[src/rtl/wdog_pkg.sv]
package wdog_pkg;

    localparam int CNT_W  = 7;
    localparam int ADDR_W = 4;
    localparam int DATA_W = 32;

    localparam logic [CNT_W-1:0] CNT_INIT  = 7'h7F;
    localparam logic [CNT_W-1:0] WIN_INIT  = 7'h7F;
    localparam logic [CNT_W-1:0] WARN_FROM = 7'h41;
    localparam logic [CNT_W-1:0] FIRE_FROM = 7'h40;

    localparam int CTRL_ACT_BIT = 7;
    localparam int CTRL_MSB_BIT = 6;
    localparam int CFG_WEN_BIT  = 8;
    localparam int CFG_PS_LSB   = 12;
    localparam int STAT_FLG_BIT = 0;

    typedef enum logic [1:0] {
        SEL_CTRL = 2'd0,
        SEL_CFG  = 2'd1,
        SEL_STAT = 2'd2,
        SEL_NONE = 2'd3
    } reg_sel_e;

    typedef struct packed {
        logic [CNT_W-1:0] window;
        logic [1:0]       presc;
        logic             warn_en;
    } cfg_t;

    typedef struct packed {
        logic             ctrl_wr;
        logic             cfg_wr;
        logic             stat_wr;
        logic [CNT_W-1:0] cnt_val;
        logic             act_set;
        cfg_t             cfg_val;
        logic             flag_keep;
    } wr_req_t;

    function automatic logic lane_low(input logic [ADDR_W-1:0] a, input logic word);
        return word | ~a[1];
    endfunction

    function automatic reg_sel_e decode(input logic [ADDR_W-1:0] a);
        return reg_sel_e'(a[3:2]);
    endfunction

    function automatic logic [DATA_W-1:0] pack_ctrl(input logic act, input logic [CNT_W-1:0] c);
        logic [DATA_W-1:0] v;
        v = '0;
        v[CTRL_ACT_BIT] = act;
        v[CNT_W-1:0]    = c;
        return v;
    endfunction

    function automatic logic [DATA_W-1:0] pack_cfg(input cfg_t c);
        logic [DATA_W-1:0] v;
        v = '0;
        v[CNT_W-1:0]               = c.window;
        v[CFG_WEN_BIT]             = c.warn_en;
        v[CFG_PS_LSB+1:CFG_PS_LSB] = c.presc;
        return v;
    endfunction

endpackage

[src/rtl/wdog_bus.sv]
module wdog_bus
    import wdog_pkg::*;
(
    input  logic              wr_en,
    input  logic [ADDR_W-1:0] addr,
    input  logic [DATA_W-1:0] wdata,
    input  logic              word_acc,
    input  logic              active,
    input  logic [CNT_W-1:0]  cnt,
    input  cfg_t              cfg,
    input  logic              flag,
    output wr_req_t           wq,
    output logic [DATA_W-1:0] rdata
);

    reg_sel_e sel;
    logic     lane_ok;
    logic     unused_bits;

    assign sel     = decode(addr);
    assign lane_ok = lane_low(addr, word_acc);

    always_comb begin
        wq.ctrl_wr   = wr_en && lane_ok && (sel == SEL_CTRL);
        wq.cfg_wr    = wr_en && lane_ok && (sel == SEL_CFG);
        wq.stat_wr   = wr_en && lane_ok && (sel == SEL_STAT);
        wq.cnt_val   = wdata[CNT_W-1:0];
        wq.act_set   = wdata[CTRL_ACT_BIT];
        wq.cfg_val.window  = wdata[CNT_W-1:0];
        wq.cfg_val.warn_en = wdata[CFG_WEN_BIT];
        wq.cfg_val.presc   = wdata[CFG_PS_LSB+1:CFG_PS_LSB];
        wq.flag_keep = wdata[STAT_FLG_BIT];
    end

    always_comb begin
        rdata = '0;
        if (lane_ok) begin
            unique case (sel)
                SEL_CTRL: rdata = pack_ctrl(active, cnt);
                SEL_CFG:  rdata = pack_cfg(cfg);
                SEL_STAT: rdata = {{(DATA_W-1){1'b0}}, flag};
                default:  rdata = '0;
            endcase
        end
    end

    assign unused_bits = ^{wdata[DATA_W-1:CFG_PS_LSB+2], wdata[11:9], addr[0]};

    always_comb begin
        a_r10_upper_lane: assert (!(wq.ctrl_wr || wq.cfg_wr || wq.stat_wr) || word_acc || !addr[1]);
    end

endmodule

[src/rtl/wdog_cfg.sv]
module wdog_cfg
    import wdog_pkg::*;
(
    input  logic    clk,
    input  logic    rst,
    input  wr_req_t wq,
    output cfg_t    cfg
);

    always_ff @(posedge clk) begin
        if (rst) begin
            cfg.window  <= WIN_INIT;
            cfg.presc   <= 2'd0;
            cfg.warn_en <= 1'b0;
        end else if (wq.cfg_wr) begin
            cfg.window  <= wq.cfg_val.window;
            cfg.presc   <= wq.cfg_val.presc;
            cfg.warn_en <= cfg.warn_en | wq.cfg_val.warn_en;
        end
    end

    a_r9_warn_sticky: assert property (@(posedge clk) disable iff (rst)
        cfg.warn_en |=> cfg.warn_en);

endmodule

[src/rtl/wdog_presc.sv]
module wdog_presc #(
    parameter int BASE_DIV = 4096
) (
    input  logic       clk,
    input  logic       rst,
    input  logic [1:0] presc,
    input  logic       restart,
    output logic       tick
);

    localparam int PS_W = $clog2(BASE_DIV * 8) + 1;
    localparam logic [PS_W-1:0] BASE = PS_W'(BASE_DIV);

    logic [PS_W-1:0] pcnt;
    logic [PS_W-1:0] limit;

    assign limit = (BASE << presc) - PS_W'(1);
    assign tick  = (pcnt >= limit);

    always_ff @(posedge clk) begin
        if (rst || restart || tick) begin
            pcnt <= '0;
        end else begin
            pcnt <= pcnt + PS_W'(1);
        end
    end

    a_r3_restart: assert property (@(posedge clk) disable iff (rst)
        restart |=> (pcnt == '0));

    a_r3_advance: assert property (@(posedge clk) disable iff (rst)
        (!restart && !tick) |=> (pcnt == $past(pcnt) + PS_W'(1)));

endmodule

[src/rtl/wdog_core.sv]
module wdog_core
    import wdog_pkg::*;
(
    input  logic             clk,
    input  logic             rst,
    input  wr_req_t          wq,
    input  cfg_t             cfg,
    input  logic             tick,
    output logic [CNT_W-1:0] cnt,
    output logic             active,
    output logic             flag,
    output logic             rst_req
);

    logic act_next;
    logic fire;
    logic warn_hit;

    assign act_next = active | wq.act_set;
    assign warn_hit = tick && !wq.ctrl_wr && (cnt == WARN_FROM) && cfg.warn_en;

    always_comb begin
        if (wq.ctrl_wr) begin
            fire = act_next && ((cnt > cfg.window) || !wq.cnt_val[CTRL_MSB_BIT]);
        end else begin
            fire = tick && active && (cnt == FIRE_FROM);
        end
    end

    always_ff @(posedge clk) begin
        if (rst) begin
            cnt     <= CNT_INIT;
            active  <= 1'b0;
            flag    <= 1'b0;
            rst_req <= 1'b0;
        end else begin
            rst_req <= fire;
            if (wq.ctrl_wr) begin
                cnt    <= wq.cnt_val;
                active <= act_next;
            end else if (tick) begin
                cnt <= cnt - 7'd1;
            end
            if (warn_hit) begin
                flag <= 1'b1;
            end else if (wq.stat_wr && !wq.flag_keep) begin
                flag <= 1'b0;
            end
        end
    end

    a_r2_sticky: assert property (@(posedge clk) disable iff (rst)
        active |=> active);

    a_r2_gate: assert property (@(posedge clk) disable iff (rst)
        rst_req |-> active);

    a_r3_step: assert property (@(posedge clk) disable iff (rst)
        (tick && !wq.ctrl_wr) |=> (cnt == $past(cnt) - 7'd1));

    a_r4_fire: assert property (@(posedge clk) disable iff (rst)
        (tick && !wq.ctrl_wr && active && cnt == FIRE_FROM) |=> rst_req);

    a_r5_flag_needs_en: assert property (@(posedge clk) disable iff (rst)
        flag |-> cfg.warn_en);

    a_r6_keep_on_one: assert property (@(posedge clk) disable iff (rst)
        (flag && wq.stat_wr && wq.flag_keep) |=> flag);

endmodule

[src/rtl/wdog_win.sv]
module wdog_win
    import wdog_pkg::*;
#(
    parameter int BASE_DIV = 4096
) (
    input  logic        clk,
    input  logic        rst,
    input  logic        wr_en,
    input  logic [3:0]  addr,
    input  logic [31:0] wdata,
    input  logic        word_acc,
    output logic [31:0] rdata,
    output logic        irq_early,
    output logic        rst_req
);

    wr_req_t          wq;
    cfg_t             cfg;
    logic             tick;
    logic [CNT_W-1:0] cnt;
    logic             active;
    logic             flag;

    wdog_bus u_bus (
        .wr_en    (wr_en),
        .addr     (addr),
        .wdata    (wdata),
        .word_acc (word_acc),
        .active   (active),
        .cnt      (cnt),
        .cfg      (cfg),
        .flag     (flag),
        .wq       (wq),
        .rdata    (rdata)
    );

    wdog_cfg u_cfg (
        .clk (clk),
        .rst (rst),
        .wq  (wq),
        .cfg (cfg)
    );

    wdog_presc #(.BASE_DIV(BASE_DIV)) u_presc (
        .clk     (clk),
        .rst     (rst),
        .presc   (cfg.presc),
        .restart (wq.ctrl_wr),
        .tick    (tick)
    );

    wdog_core u_core (
        .clk     (clk),
        .rst     (rst),
        .wq      (wq),
        .cfg     (cfg),
        .tick    (tick),
        .cnt     (cnt),
        .active  (active),
        .flag    (flag),
        .rst_req (rst_req)
    );

    assign irq_early = flag;

    a_r1_quiet_reset: assert property (@(posedge clk)
        rst |=> (!rst_req && !irq_early));

endmodule

[config.mk]
export PLATFORM = sky130hd
export DESIGN_NAME = wdog_win
export DESIGN_NICKNAME = d
export VERILOG_FILES = /design/src/rtl/wdog_pkg.sv /design/src/rtl/wdog_bus.sv /design/src/rtl/wdog_cfg.sv /design/src/rtl/wdog_presc.sv /design/src/rtl/wdog_core.sv /design/src/rtl/wdog_win.sv
export SDC_FILE = /design/constraint.sdc
export NUM_CORES = 1
export LEC_CHECK = 0
export BUFFER_PORTS_ARGS = -buffer_cell sky130_fd_sc_hd__buf_2
export CAP_MARGIN = 20
export CORE_AREA = 2 2 69 71
export DETAILED_ROUTE_END_ITERATION = 10
export DIE_AREA = 0 0 71 73
export PLACE_DENSITY = 0.86
export SETUP_SLACK_MARGIN = 0.2
export SLEW_MARGIN = 20
export SYNTH_ARGS = -nofsm -noshare
export SYNTH_HDL_FRONTEND = slang
export SYNTH_SLANG_ARGS = --single-unit
export TNS_END_PERCENT = 1
[constraint.sdc]
create_clock -name clk -period 6.4 [get_ports clk]
set_clock_uncertainty 0.15 [all_clocks]
set_input_delay 0.32 -clock clk [delete_from_list [all_inputs] [get_ports clk]]
set_output_delay 0.32 -clock clk [all_outputs]
set_load 0.05 [all_outputs]
* Yosys cells after proc, flatten, opt, wreduce, memory -nomap -nowiden
Cells that the tools add are included.
** Word-level totals
- Register bits after elaboration :: 36
- Logic and storage cells :: 49
- Bits of input ports :: 40
** Cells by class
- Reduce and logical (&&, ||, !) cells :: 20
- Muxes and demuxes :: 7
- $add $sub $neg :: 3
- Bitwise logic cells :: 4
- $lt $le $gt $ge :: 2
- Equal/unequal tests :: 4
- Shifts and indexed selects :: 1
** Operators with widths (count)
- 14-bit case mux with 3 select lines :: 1
- 32-bit two-way mux :: 1
- 16-bit by 1-bit adder with 16-bit output (second input constant) :: 1
- 16-bit >= comparator :: 1
- 13-bit by 2-bit << shifter with 16-bit output (first input constant) :: 1
- 16-bit by 1-bit subtractor with 16-bit output (second input constant) :: 1
- 7-bit == test (second input constant) :: 2
- 7-bit two-way mux :: 2
- 1-bit logical AND :: 11
- 7-bit > comparator :: 1
- 7-bit by 1-bit subtractor with 7-bit output (second input constant) :: 1
- 2-bit nonzero test :: 2
- 1-bit logical NOT :: 3
- 1-bit logical OR :: 3
- 1-bit two-way mux :: 3
- 1-bit bitwise OR :: 3
- 2-bit by 1-bit == test with 1-bit output (second input constant) :: 1
- 2-bit == test (second input constant) :: 1
- 2-bit logical NOT :: 1
- 1-bit NOT :: 1

* Depth between registers and ports, before layout
- Depth after elaboration :: 9
- Mapped depth :: 8
- Gate-level depth less buffers :: 7

* Modules after synthesis
Synthesis repeated with hierarchy kept, for this count alone.
** Second synthesis, totals
- Cell total of the unflattened synthesis :: 278
- Area, all modules :: 2417.3 µm²
** Modules (own cells, without submodules)
- wdog_presc :: times used 1, cells an instance 91, area an instance 807.0 µm², seq. area each 320.3 µm²
- wdog_core :: times used 1, cells an instance 84, area an instance 716.9 µm², seq. area each 200.2 µm²
- wdog_bus :: times used 1, cells an instance 71, area an instance 528.0 µm², seq. area each 0.0 µm²
- wdog_cfg :: times used 1, cells an instance 32, area an instance 365.4 µm², seq. area each 200.2 µm²

* Worst setup path before layout
Ideal clock, no wire load.
- Path type :: input to output
- Start point :: in addr[1]
- End point :: out rdata[13]
- Data required time :: 5.930 ns
- Data arrival time :: 1.959 ns
- Path buffers :: 1
- Setup slack :: 3.971 ns
- Stages :: 4
- Cells stage by stage :: nor2b_1 or2_2 clkbuf_1 nor3_1
** Between the ends
- Cells in the longest elaborated chain, start to end :: 3
** RTL lines
- start: declaration :: line wdog_win.sv:9 : input logic [3:0] addr,
- 1-bit NOT :: line wdog_pkg.sv:42 : return word | ~a[1];
- 1-bit bitwise OR :: line wdog_pkg.sv:42
- 32-bit two-way mux :: line wdog_bus.sv:37 : if (lane_ok) begin
- end: declaration :: line wdog_win.sv:12 : output logic [31:0] rdata,
Every way passes these cells.

* Worst setup path after layout
- Start point :: reg u_presc.pcnt[0]
- End point :: reg u_core.cnt[5]
** Between the ends
- Cells in the longest elaborated chain, start to end :: 2
** RTL lines
- start: declaration :: line wdog_presc.sv:14 : logic [PS_W-1:0] pcnt;
- start signal: assignment :: line wdog_presc.sv:24 : pcnt <= pcnt + PS_W'(1);
- 16-bit >= comparator :: line wdog_presc.sv:18 : assign tick = (pcnt >= limit);
- 2-bit nonzero test (no source line)
- end signal: assignment :: line wdog_core.sv:39 : cnt <= wq.cnt_val;
- end signal: assignment :: line wdog_core.sv:42 : cnt <= cnt - 7'd1;
- end: declaration :: line wdog_core.sv:9 : output logic [CNT_W-1:0] cnt,
Every way passes these cells.
A chain may end at the register's enable or synchronous reset.

==> results <==
- The root buffer cell chosen for the clock tree is sky130_fd_sc_hd__clkbuf_8.
- The count of synthesis-stage warnings from yosys is 0.
- The number of distinct library cell variants in the gate-level netlist after synthesis is 45.
- The core utilization of the finished layout is 51.3%.
- In this run the remaining antenna-violating nets after routing total 0.
- The design draws 0.491 mW.
- At the pin with the least slew margin, the transition time is 668 ps.
- Detailed placement ended at an HPWL of 3320 um.
- The register-to-register setup slack is 4060 ps.
- The post-CTS clock slew at the launch and capture registers of the worst setup and hold paths is 70 ps.
- The synthesized instance count is 256.
- The buffer count from post-CTS setup fixing is 0.
- The number of global-route vias before repair is 1766.
- The cell area after layout is 2330 um^2.
- Once placement finished, the instance area stood at 2240 um^2.
- The TritonCTS buffer count is 5.
- The boundary pin count is 74.
- Yosys mapped a number of flops with a built-in enable equal to 0.
- The routed wire length per instance is 13.1 um.
- The number of antenna diodes is 0.
- After synthesis, the mean cell area works out to 8.30 um^2.
- The largest area contributor in the synthesized netlist is sky130_fd_sc_hd__dfxtp_1.
- The kind of critical path is reg2reg.
- The vertical extent of the die is 73 um.
- The final weighted congestion in routability-driven placement is 0.800.
- The predominant post-synthesis flop cell is sky130_fd_sc_hd__dfxtp_1.
- The final cycle utilization of the critical path is 36.5%.
- The area of the placeable core is 4540 um^2.
- The tightest min-delay check is of the in2reg type.
- The iteration count of the initial detailed-routing pass is 4.
- The CTS H-tree depth is 2.
- Setup repair after global routing left no endpoint under its margin.
- By count the netlist is led by sky130_fd_sc_hd__dfxtp_1, sky130_fd_sc_hd__nor2_1, sky130_fd_sc_hd__nand2_1, sky130_fd_sc_hd__buf_4, sky130_fd_sc_hd__ha_1.
- The total of flip-flops plus latches after synthesis is 36.
- The max-slew violation count is 0.
- The number of nets at the end of the flow is 340.
- The worst setup path is captured at a flip-flop.
- The final setup violation count is 0.
- The synthesized netlist occupies a cell area of 2120 um^2.
- The clock tree buffer depth is 2.
- The initialized floorplan defines 25 standard-cell rows.
- The die outline area is 5180 um^2.
- The setup total negative slack is 0 ps.
- The total grt overflow is 0.
- The starting utilization of the core area is 46.8%.
- The growth of design area from synthesis to finish is 9.60%.
- Across every metal layer, demand over resource in global routing totals 18.1%.
- Data on the critical path arrives at its endpoint at 2400 ps.
- Entering global routing, the biggest net connects 17 pins.
- The leakage power of the design is 1.06 nW.
- The number of buffers inserted for hold repair after clock tree synthesis is 0.
- The detailed router placed 1808 vias in this run.
- TritonCTS built the clock tree.
- The count of input and output buffers is 30.
- The die span in x is 71 um.
- The worst path in the final design needs a cycle of 2340 ps, including I/O delays and setup.
- The residual DRC count is 0.
- The number of gates resized after cts is 0.
- STA classifies the critical path startpoint as a flip-flop.
- The clock latency on the worst-skew pair is 290 ps.
- The power per standard cell area is 211 nW/um^2.
- The worst voltage drop across the vdd grid is 0.125 mV.
- The maximum clock rate is 428 MHz.
- The top cell type's share of synthesized area is 33.9%.
- In the post-synthesis netlist, the biggest area contributors are sky130_fd_sc_hd__dfxtp_1, sky130_fd_sc_hd__ha_1, sky130_fd_sc_hd__buf_4.
- The max-cap violation count is 0.
- The run finished with clean final reports.
- The worst-path maximum fanout is 7.
- For this run, the register share of the synthesized area comes to 33.9%.
- The fraction of final layout cells with drive strength greater than 1 is 15.0%.
- The first-iteration detailed-routing DRC count is 79.
- The first global-routing pass estimated 7640 um of wire.
- The endpoint required time on the critical path is 6460 ps.
- After synthesis, the share of flip-flops with an asynchronous set or reset is 0%.
- The via density per instance is 5.30.
- The initial antenna violation count is 0.
- The clock drives 36 sinks.
- The wire length after detailed routing is 4480 um.
- The number of hold violations in the final report is 0.
- The worst pin sits at a relative slew slack of 55.5%.
==> cell families after synthesis <==
| kind of cell | synth area share, % |
|---|---|
| compound gates | 11.7 |
| xor+xnor | 7.42 |
| fa+ha+maj | 8.25 |
| buf+inv | 11.0 |
| flops | 33.9 |
| mux | 3.77 |
| other cells | 0.353 |
| simple gates | 23.6 |
==> cell usage in the layout, fill, tap and decap left out, drive strengths merged, types with 2 or more instances in the layout <==
cell type | synthesis | layout
nor2 | 36 | 36
dfxtp | 36 | 36
buf | 23 | 30
nand2 | 22 | 22
conb | 2 | 22
ha | 14 | 14
a21oi | 14 | 14
inv | 13 | 13
xor2 | 10 | 10
nand3 | 9 | 9
mux2i | 8 | 8
xnor2 | 8 | 8
and3 | 7 | 7
o211ai | 6 | 6
clkbuf | 4 | 6
nor3 | 4 | 4
nand4 | 4 | 4
or4 | 4 | 4
a31oi | 3 | 3
a22oi | 3 | 3
and2 | 3 | 3
o21ai | 3 | 3
clkinv | 1 | 3
nor2b | 2 | 2
and4 | 2 | 2
nor3b | 2 | 2
o31ai | 2 | 2
nor4 | 2 | 2
==> through the flow <==
stage / hold WS, ps / setup slack, ps / cells
CTS: 117 / 4050 / 341
floorplan: 276 / 3970 / 276
global route: 125 / 3900 / 341
detailed placement: 329 / 4060 / 333
finish: 118 / 4060 / 341
global placement: 295 / 4130 / 333
==> state kept, by name, indices dropped and copies added (netlist names) <==
register,flops
u_presc.pcnt,16
u_core.cnt,7
u_core.active,1
u_cfg.cfg,10
u_core.rst_req,1
u_core.flag,1
==> where the power goes <==
part	internal (mW)	switching, mW
Sequential	0.230	0.00573
Clock	0.0859	0.0811
Combinational	0.0210	0.0678
==> layout make-up <==
| cell class | count | area, um^2 |
|---|---|---|
| multi-input combinational | 199 | 1240 |
| sequential | 36 | 721 |
| clock inverter | 2 | 10.0 |
| clock buffer | 6 | 82.6 |
| tap | 54 | 67.6 |
| inverter | 14 | 52.6 |
| timing repair buffer | 30 | 150 |
| fill | 428 | 2210 |
==> path summary, 6_finish.rpt <==
kind         cells past startpoint              end             from
min reg2reg                      1  u_presc.pcnt[0]  u_presc.pcnt[0]
max reg2reg                      6    u_core.cnt[5]  u_presc.pcnt[0]
max                              6    u_core.cnt[5]  u_presc.pcnt[0]
min                              3     u_cfg.cfg[0]         wdata[8]
==> worst max-delay path: stages (launching register included) <==
cell                      delay (ps)
sky130_fd_sc_hd__dfxtp_1         380
sky130_fd_sc_hd__ha_1            200
sky130_fd_sc_hd__nand3_1         220
sky130_fd_sc_hd__nor4_4          480
sky130_fd_sc_hd__a21oi_4         160
sky130_fd_sc_hd__or4_1           490
sky130_fd_sc_hd__a31oi_1         180
==> per-layer routing <==
metal	up-vias	part of all wire (%)	GRT usage [%]
met5	-	0	0
met4	0	1.0	5.66
met3	7	3.7	3.45
met2	37	55	35.3
met1	866	40	19.7
li1	898	-	-
(Power assumes the default switching activity.)
